[src/rtl/irq_pkg.sv]
// Shared constants for the masked interrupt controller.
// Assumes a 32-bit data path and four CPU interrupt pins.
package irq_pkg;
    localparam int DATA_W   = 32;
    localparam int NUM_PINS = 4;
    localparam int ADDR_W   = 4;
    localparam logic [ADDR_W-1:0] OFS_REQ = 4'h0;
    localparam logic [ADDR_W-1:0] OFS_ENA = 4'h4;

    // Request bits that feed a given pin; pin 2 is the shared group.
    function automatic logic [DATA_W-1:0] pin_mask(input int idx);
        logic [DATA_W-1:0] m;
        m = '0;
        case (idx)
            0: m[0] = 1'b1;
            1: m[2] = 1'b1;
            2: m[8:2] = '1;
            3: m[10] = 1'b1;
            default: m = '0;
        endcase
        return m;
    endfunction
endpackage

[src/rtl/irq_decode.sv]
// Bus decode: turns a select/write/offset triple into register strobes
// and a read mux select. Assumes the offset is a byte address; any
// offset other than the two register offsets is unused.
module irq_decode
    import irq_pkg::*;
(
    input  logic              bus_sel,
    input  logic              bus_wr,
    input  logic [ADDR_W-1:0] bus_addr,
    output logic              wr_req,
    output logic              wr_ena,
    output logic              hit_req,
    output logic              hit_ena
);
    // Offset match and write strobe generation.
    always_comb begin
        hit_req = (bus_addr == OFS_REQ);
        hit_ena = (bus_addr == OFS_ENA);
        wr_req  = bus_sel && bus_wr && hit_req;
        wr_ena  = bus_sel && bus_wr && hit_ena;
    end
endmodule

[src/rtl/irq_regs.sv]
// Request and enable registers. The request register takes an AND with
// host write data, then ORs in hardware sets, so a set always wins over
// an acknowledge in the same cycle. The enable register is plain R/W.
module irq_regs
    import irq_pkg::*;
(
    input  logic              clk,
    input  logic              rst_n,
    input  logic              wr_req,
    input  logic              wr_ena,
    input  logic [DATA_W-1:0] wdata,
    input  logic [DATA_W-1:0] hw_req,
    output logic [DATA_W-1:0] req_q,
    output logic [DATA_W-1:0] ena_q
);
    logic [DATA_W-1:0] req_kept;
    logic [DATA_W-1:0] req_next;

    // Next request value: acknowledge by AND, then merge new sets.
    always_comb begin
        req_kept = wr_req ? (req_q & wdata) : req_q;
        req_next = req_kept | hw_req;
    end

    // Register update with synchronous active-low reset.
    always_ff @(posedge clk) begin
        if (!rst_n) begin
            req_q <= '0;
            ena_q <= '0;
        end else begin
            req_q <= req_next;
            if (wr_ena) ena_q <= wdata;
        end
    end
endmodule

[src/rtl/irq_pin_map.sv]
// Routes enabled, pending bits onto the CPU pins through per-pin masks
// from the package, one registered OR per pin.
module irq_pin_map
    import irq_pkg::*;
(
    input  logic                clk,
    input  logic                rst_n,
    input  logic [DATA_W-1:0]   req_q,
    input  logic [DATA_W-1:0]   ena_q,
    output logic [NUM_PINS-1:0] pin_q
);
    logic [DATA_W-1:0] live;

    // Bits that are both pending and enabled.
    always_comb live = req_q & ena_q;

    for (genvar p = 0; p < NUM_PINS; p++) begin : g_pin
        localparam logic [DATA_W-1:0] MASK = pin_mask(p);
        // Registered OR over this pin's group.
        always_ff @(posedge clk) begin
            if (!rst_n) pin_q[p] <= 1'b0;
            else        pin_q[p] <= |(live & MASK);
        end
    end
endmodule

[src/rtl/irq_mask_ctrl.sv]
// Top of the masked interrupt controller: bus decode, the two registers,
// the pin router and a side-effect-free read mux.
module irq_mask_ctrl
    import irq_pkg::*;
(
    input  logic                clk,
    input  logic                rst_n,
    input  logic                bus_sel,
    input  logic                bus_wr,
    input  logic [ADDR_W-1:0]   bus_addr,
    input  logic [DATA_W-1:0]   bus_wdata,
    output logic [DATA_W-1:0]   bus_rdata,
    input  logic [DATA_W-1:0]   hw_req,
    output logic [NUM_PINS-1:0] irq_pin
);
    logic wr_req, wr_ena, hit_req, hit_ena;
    logic [DATA_W-1:0] req_q, ena_q;

    irq_decode u_dec (
        .bus_sel (bus_sel),
        .bus_wr  (bus_wr),
        .bus_addr(bus_addr),
        .wr_req  (wr_req),
        .wr_ena  (wr_ena),
        .hit_req (hit_req),
        .hit_ena (hit_ena)
    );

    irq_regs u_regs (
        .clk   (clk),
        .rst_n (rst_n),
        .wr_req(wr_req),
        .wr_ena(wr_ena),
        .wdata (bus_wdata),
        .hw_req(hw_req),
        .req_q (req_q),
        .ena_q (ena_q)
    );

    irq_pin_map u_pins (
        .clk  (clk),
        .rst_n(rst_n),
        .req_q(req_q),
        .ena_q(ena_q),
        .pin_q(irq_pin)
    );

    // Read mux; unmapped offsets return zero.
    always_comb begin
        if (hit_req)      bus_rdata = req_q;
        else if (hit_ena) bus_rdata = ena_q;
        else              bus_rdata = '0;
    end
endmodule

[config.mk]
export PLATFORM = sky130hd
export DESIGN_NAME = irq_mask_ctrl
export DESIGN_NICKNAME = d
export VERILOG_FILES = /design/src/rtl/irq_pkg.sv /design/src/rtl/irq_decode.sv /design/src/rtl/irq_regs.sv /design/src/rtl/irq_pin_map.sv /design/src/rtl/irq_mask_ctrl.sv
export SDC_FILE = /design/constraint.sdc
export NUM_CORES = 1
export LEC_CHECK = 0
export ABC_CLOCK_PERIOD_IN_PS = 2000
export BUFFER_PORTS_ARGS = -buffer_cell sky130_fd_sc_hd__buf_2
export CORE_UTILIZATION = 33
export DETAILED_ROUTE_END_ITERATION = 8
export GPL_TIMING_DRIVEN = 1
export HOLD_SLACK_MARGIN = 0.1
export REMOVE_ABC_BUFFERS = 1
export SETUP_SLACK_MARGIN = 0.02
export SLEW_MARGIN = 10
export SYNTH_ARGS = -nofsm -noshare
export SYNTH_HDL_FRONTEND = slang
export SYNTH_HIERARCHICAL = 1
export SYNTH_SLANG_ARGS = --single-unit
[constraint.sdc]
create_clock -name clk -period 2 [get_ports clk]
set_input_delay 0.3 -clock clk [delete_from_list [all_inputs] [get_ports clk]]
set_output_delay 0.3 -clock clk [all_outputs]
set_load 0.005 [all_outputs]
# Yosys cells after proc, flatten, opt, wreduce, memory -nomap -nowiden
# Index checks and enable logic that the tools add are counted.
# Widths: inputs -> output; s select.
# op_classes
addsub	0
multipliers	0
div_mod_pow	0
order_cmp	0
eq_ne	1
shifts	0
n_mux	3
bitwise	3
n_reduce_logical	5
# ops
cell	n
$mux 32	3
$and 32x32->32	1
$or 32x32->32	1
$and 11x11->11	1
$reduce_or 7->1	1
$eq 4x3->1 const B	1
$logic_not 4->1	1
$logic_and 1x1->1	3
# totals
ff_bits	68
latchBits	0
ram_bits	0
mem_bits_ro	0
in_bits	72
output_inout_bits	36
memories	0

# Logic depth before layout (Yosys ltp)
# logic_depth
ltp_word	4
depth_mapped	6

# Modules after synthesis
# Netlist, hierarchy kept.
# modules_own_cells
mod	instances	cells_each	area_each_um2	seq_area_each_um2
irq_regs	1	238	2441.1	1281.2
irq_mask_ctrl	1	44	361.6	0.0
irq_pin_map	1	12	135.1	80.1
irq_decode	1	4	40.0	0.0

# Worst setup path before layout
# No wires, ideal clock.
# synth_path
path_kind	input to register
start	input port bus_addr[1]
end	register u_regs.ena_q[10]
setup_time_ps	116
t_arrival_ps	1346
slack_ps	538
path_stages	6
n_path_buf	2
cell_sequence	nor4b_2 and3_1 buf_6 buf_12 mux2i_1 nor2b_1
# synth_via
elab_chain_len	2
# synth_lines
item	line_no	text
from (decl)	irq_mask_ctrl.sv:10	input logic [ADDR_W-1:0] bus_addr,
$eq 4x3->1	irq_decode.sv:18	hit_ena = (bus_addr == OFS_ENA);
$logic_and 1x1->1	irq_decode.sv:20	wr_ena = bus_sel && bus_wr && hit_ena;
named net wr_ena	irq_mask_ctrl.sv:16	logic wr_req, wr_ena, hit_req, hit_ena;
to (signal assigned)	irq_regs.sv:32	if (wr_ena) ena_q <= wdata;
to (decl)	irq_regs.sv:14	output logic [DATA_W-1:0] ena_q
# The timed path passes the listed nets, and every way through them passes these cells.
# A chain may end at the register's enable or synchronous reset.

# Worst setup path after layout
# layout_path
start	input port bus_addr[1]
end	output port bus_rdata[26]
# layout_via
elab_cells_between_ends	4
# layout_rtl
item	line_no	text
$logic_not 4->1	irq_decode.sv:17	hit_req = (bus_addr == OFS_REQ);
named net hit_req	irq_mask_ctrl.sv:16	
$mux 32	irq_mask_ctrl.sv:50	if (hit_req) bus_rdata = req_q;
to (decl)	irq_mask_ctrl.sv:12	output logic [DATA_W-1:0] bus_rdata,
# The timed path passes the listed nets, and every way through them passes these cells.

==> results.cfg <==
[timing]
setup_slack_ps = 212
final_max_slew_viol_count = 0
period_share = 0.894
setup_viol = 0
rsz0062_at_grt = no
fin_tns_setup_ps = 0
fmax_mhz = 559
hold_violations = 0
finalCriticalPeriod_ps = 1790
max_slew.worst_pin.slew_ps = 497
finClkSkew_ps = 5.54
slew_headroom = 0.669

[floorplanning]
ios = 108
die_w_um = 97.0
fp.coreArea_um2 = 8720
fp-row-count = 34
design.die.area_um2 = 9410
dieHeight_um = 97.0
start_util = 0.341

[drt]
route.detailed.drc = 0
vias = 2523
dr.first_iter.drc_count = 54
via_per_inst = 4.92
ant_nets = 0
wl_per_cell_um = 13.9
first_pass_iters = 4
wirelength_um = 7130

[clock_network]
post-cts-setup-buffers = 0
ctsRootBufferMaster = clkbuf_8
path_clk_slew_ps = 70
insertion_delay_ps = 330
cts_max_path_buffers = 2
post_cts_resized = 0
cts_tree = built
cts_sinks = 68
cts_hold_buf = 0
htreeDepth = 3
cts_buffers = 9

[global_route]
grt_max_degree = 38
overflow = 0
antenna_found_initial = 0
gr-usage-all-layers = 0.153
grt_pass1_vias = 2393
grt_pass1_wl_um = 11600

[synthesis]
syn_area_per_cell_um2 = 9.99
yosys.area.top_type = dfxtp_1
yosysSeqAreaShare = 0.457
synth.distinct_cells = 24
synth_top_area_share = 0.457
yosysWarnings = 6
synth_seq_cells = 68
yosys-top-cells-area = dfxtp_1 (46%), mux2i_1 (11%), a22o_1 (8.8%)
post_synth_instance_area_um2 = 2980
synthCells = 298

[power_and_ir_drop]
ir_drop_v = 0.000330
p_int_mw = 1.94
p_switching_mw = 0.616
p_clk_frac = 0.352
p_leak_nw = 1.56
seqPwrFrac = 0.562
switching_share = 0.241
p_comb_frac = 0.086
powerDensity_nw_per_um2 = 682

[critical_path]
crit_path_max_fanout = 21
criticalPathCategory = input port to primary output
r2r-start = u_regs/req_q[2]$_SDFF_PN0_
required_ps = 1700
arrival_ps = 1490
timing.rr.end = u_pins/pin_q[2]$_SDFF_PN0_
r2r_setup_slack_ps = 1060
ff2ff_path_depth = 2
startpoint_type = input port
endpoint_kind = primary output

[placement]
place.gp.congestion = 0.724
post-place-ws_ps = 220
dp.cells = 500
hpwlAfterDp_um = 4750
io_buffer_count = 107

[finish]
final_cell_mix = buf_2 (107), dfxtp_1 (68)
fin_cells = 513
insertedDiodeCount = 0
area_delta_synth_final_pct = 25.7
num-nets-final = 475
final_common_cell = buf_2
drive_gt1_frac = 0.328

[hold_path]
hp-start = hw_req[14]
holdPathStages = 3
hold_end = u_regs/req_q[14]$_SDFF_PN0_
hp-class = input port to register

[run_status]
status = completed

[run]
maxCapViolCount = 0
worst max-delay path by stage:
stage                           start                         end  slack, ps  cells past startpoint
after floorplan           bus_addr[0]  u_regs/req_q[0]$_SDFF_PN0_      -1000                      4
after global placement    bus_addr[1]                bus_rdata[1]        250                      6
after detailed placement  bus_addr[1]                bus_rdata[1]        220                      5
after CTS                 bus_addr[1]                bus_rdata[1]        220                      5
after global routing      bus_addr[1]               bus_rdata[29]        150                      6
final                     bus_addr[1]               bus_rdata[26]        210                      5
critical path, cell delays in order:
cell and delay, ps:
buf_2 130, nor4_4 390, buf_4 350, a22o_1 200, buf_2 110
power by group through the flow:
stage               combinational, mW  clock, mW  sequential (mW)
floorplan                      0.0784          0             1.46
global placement                0.214          0             1.46
detailed placement              0.221          0             1.46
CTS                             0.221      0.949             1.43
global route                    0.245       1.01             1.44
finish                          0.220      0.898             1.43
registers in the layout, summed over array words and instances, names as in the netlist:
register and cells:
u_regs/req_q 32, u_regs/ena_q 32, u_pins/pin_q 4
layout make-up:
class,count,area [µm²]
well taps,108,135
inverters,1,3.75
clock inverters,4,20.0
repair buffers,115,658
multi-input cells,208,1440
clock buffers,9,124
flip-flops and latches,68,1360
fillers,854,4980
cells by family after synthesis:
kind of cell / synth area share
AO/OA/AOI/OAI: 0.158
flip-flops: 0.457
buffers and inverters: 0.0622
multiplexers: 0.108
AND/OR/NAND/NOR: 0.216
per-stage QoR:
| step | area (µm²) | util | power, mW | hold slack (ps) |
|---|---|---|---|---|
| 6_report | 3740 | 0.429 | 2.55 | 203 |
| 3_3_place_gp | 3600 | 0.413 | 1.68 | 485 |
| 4_1_cts | 3740 | 0.429 | 2.60 | 181 |
| 2_1_floorplan | 2800 | - | 1.53 | 409 |
| 3_5_place_dp | 3600 | 0.413 | 1.68 | 483 |
| 5_1_grt | 3740 | 0.429 | 2.70 | 187 |
Yosys cell counts:
library cell / number
and3_2: 1
a22o_1: 30
nand2_1: 4
o21ai_1: 2
clkbuf_1: 2
buf_12: 3
nor3b_1: 31
inv_1: 1
a21oi_1: 1
nor4b_2: 1
nor2b_4: 1
a22oi_1: 2
nor4_2: 1
a222oi_1: 1
buf_2: 10
and3_1: 4
o21ai_0: 32
nor2b_1: 32
buf_4: 1
mux2i_1: 32
buf_6: 5
a31oi_1: 1
nor2_1: 32
dfxtp_1: 68
layer usage:
| metal | vias up | track usage | wire (µm) |
|---|---|---|---|
| met2 | 75 | 0.243 | 3300 |
| li1 | 1266 | - | - |
| met4 | 0 | 0.0448 | 51 |
| met3 | 4 | 0.0491 | 374 |
| met5 | - | 0 | 0 |
| met1 | 1178 | 0.198 | 3400 |
Power figures use the tool's default switching activity.
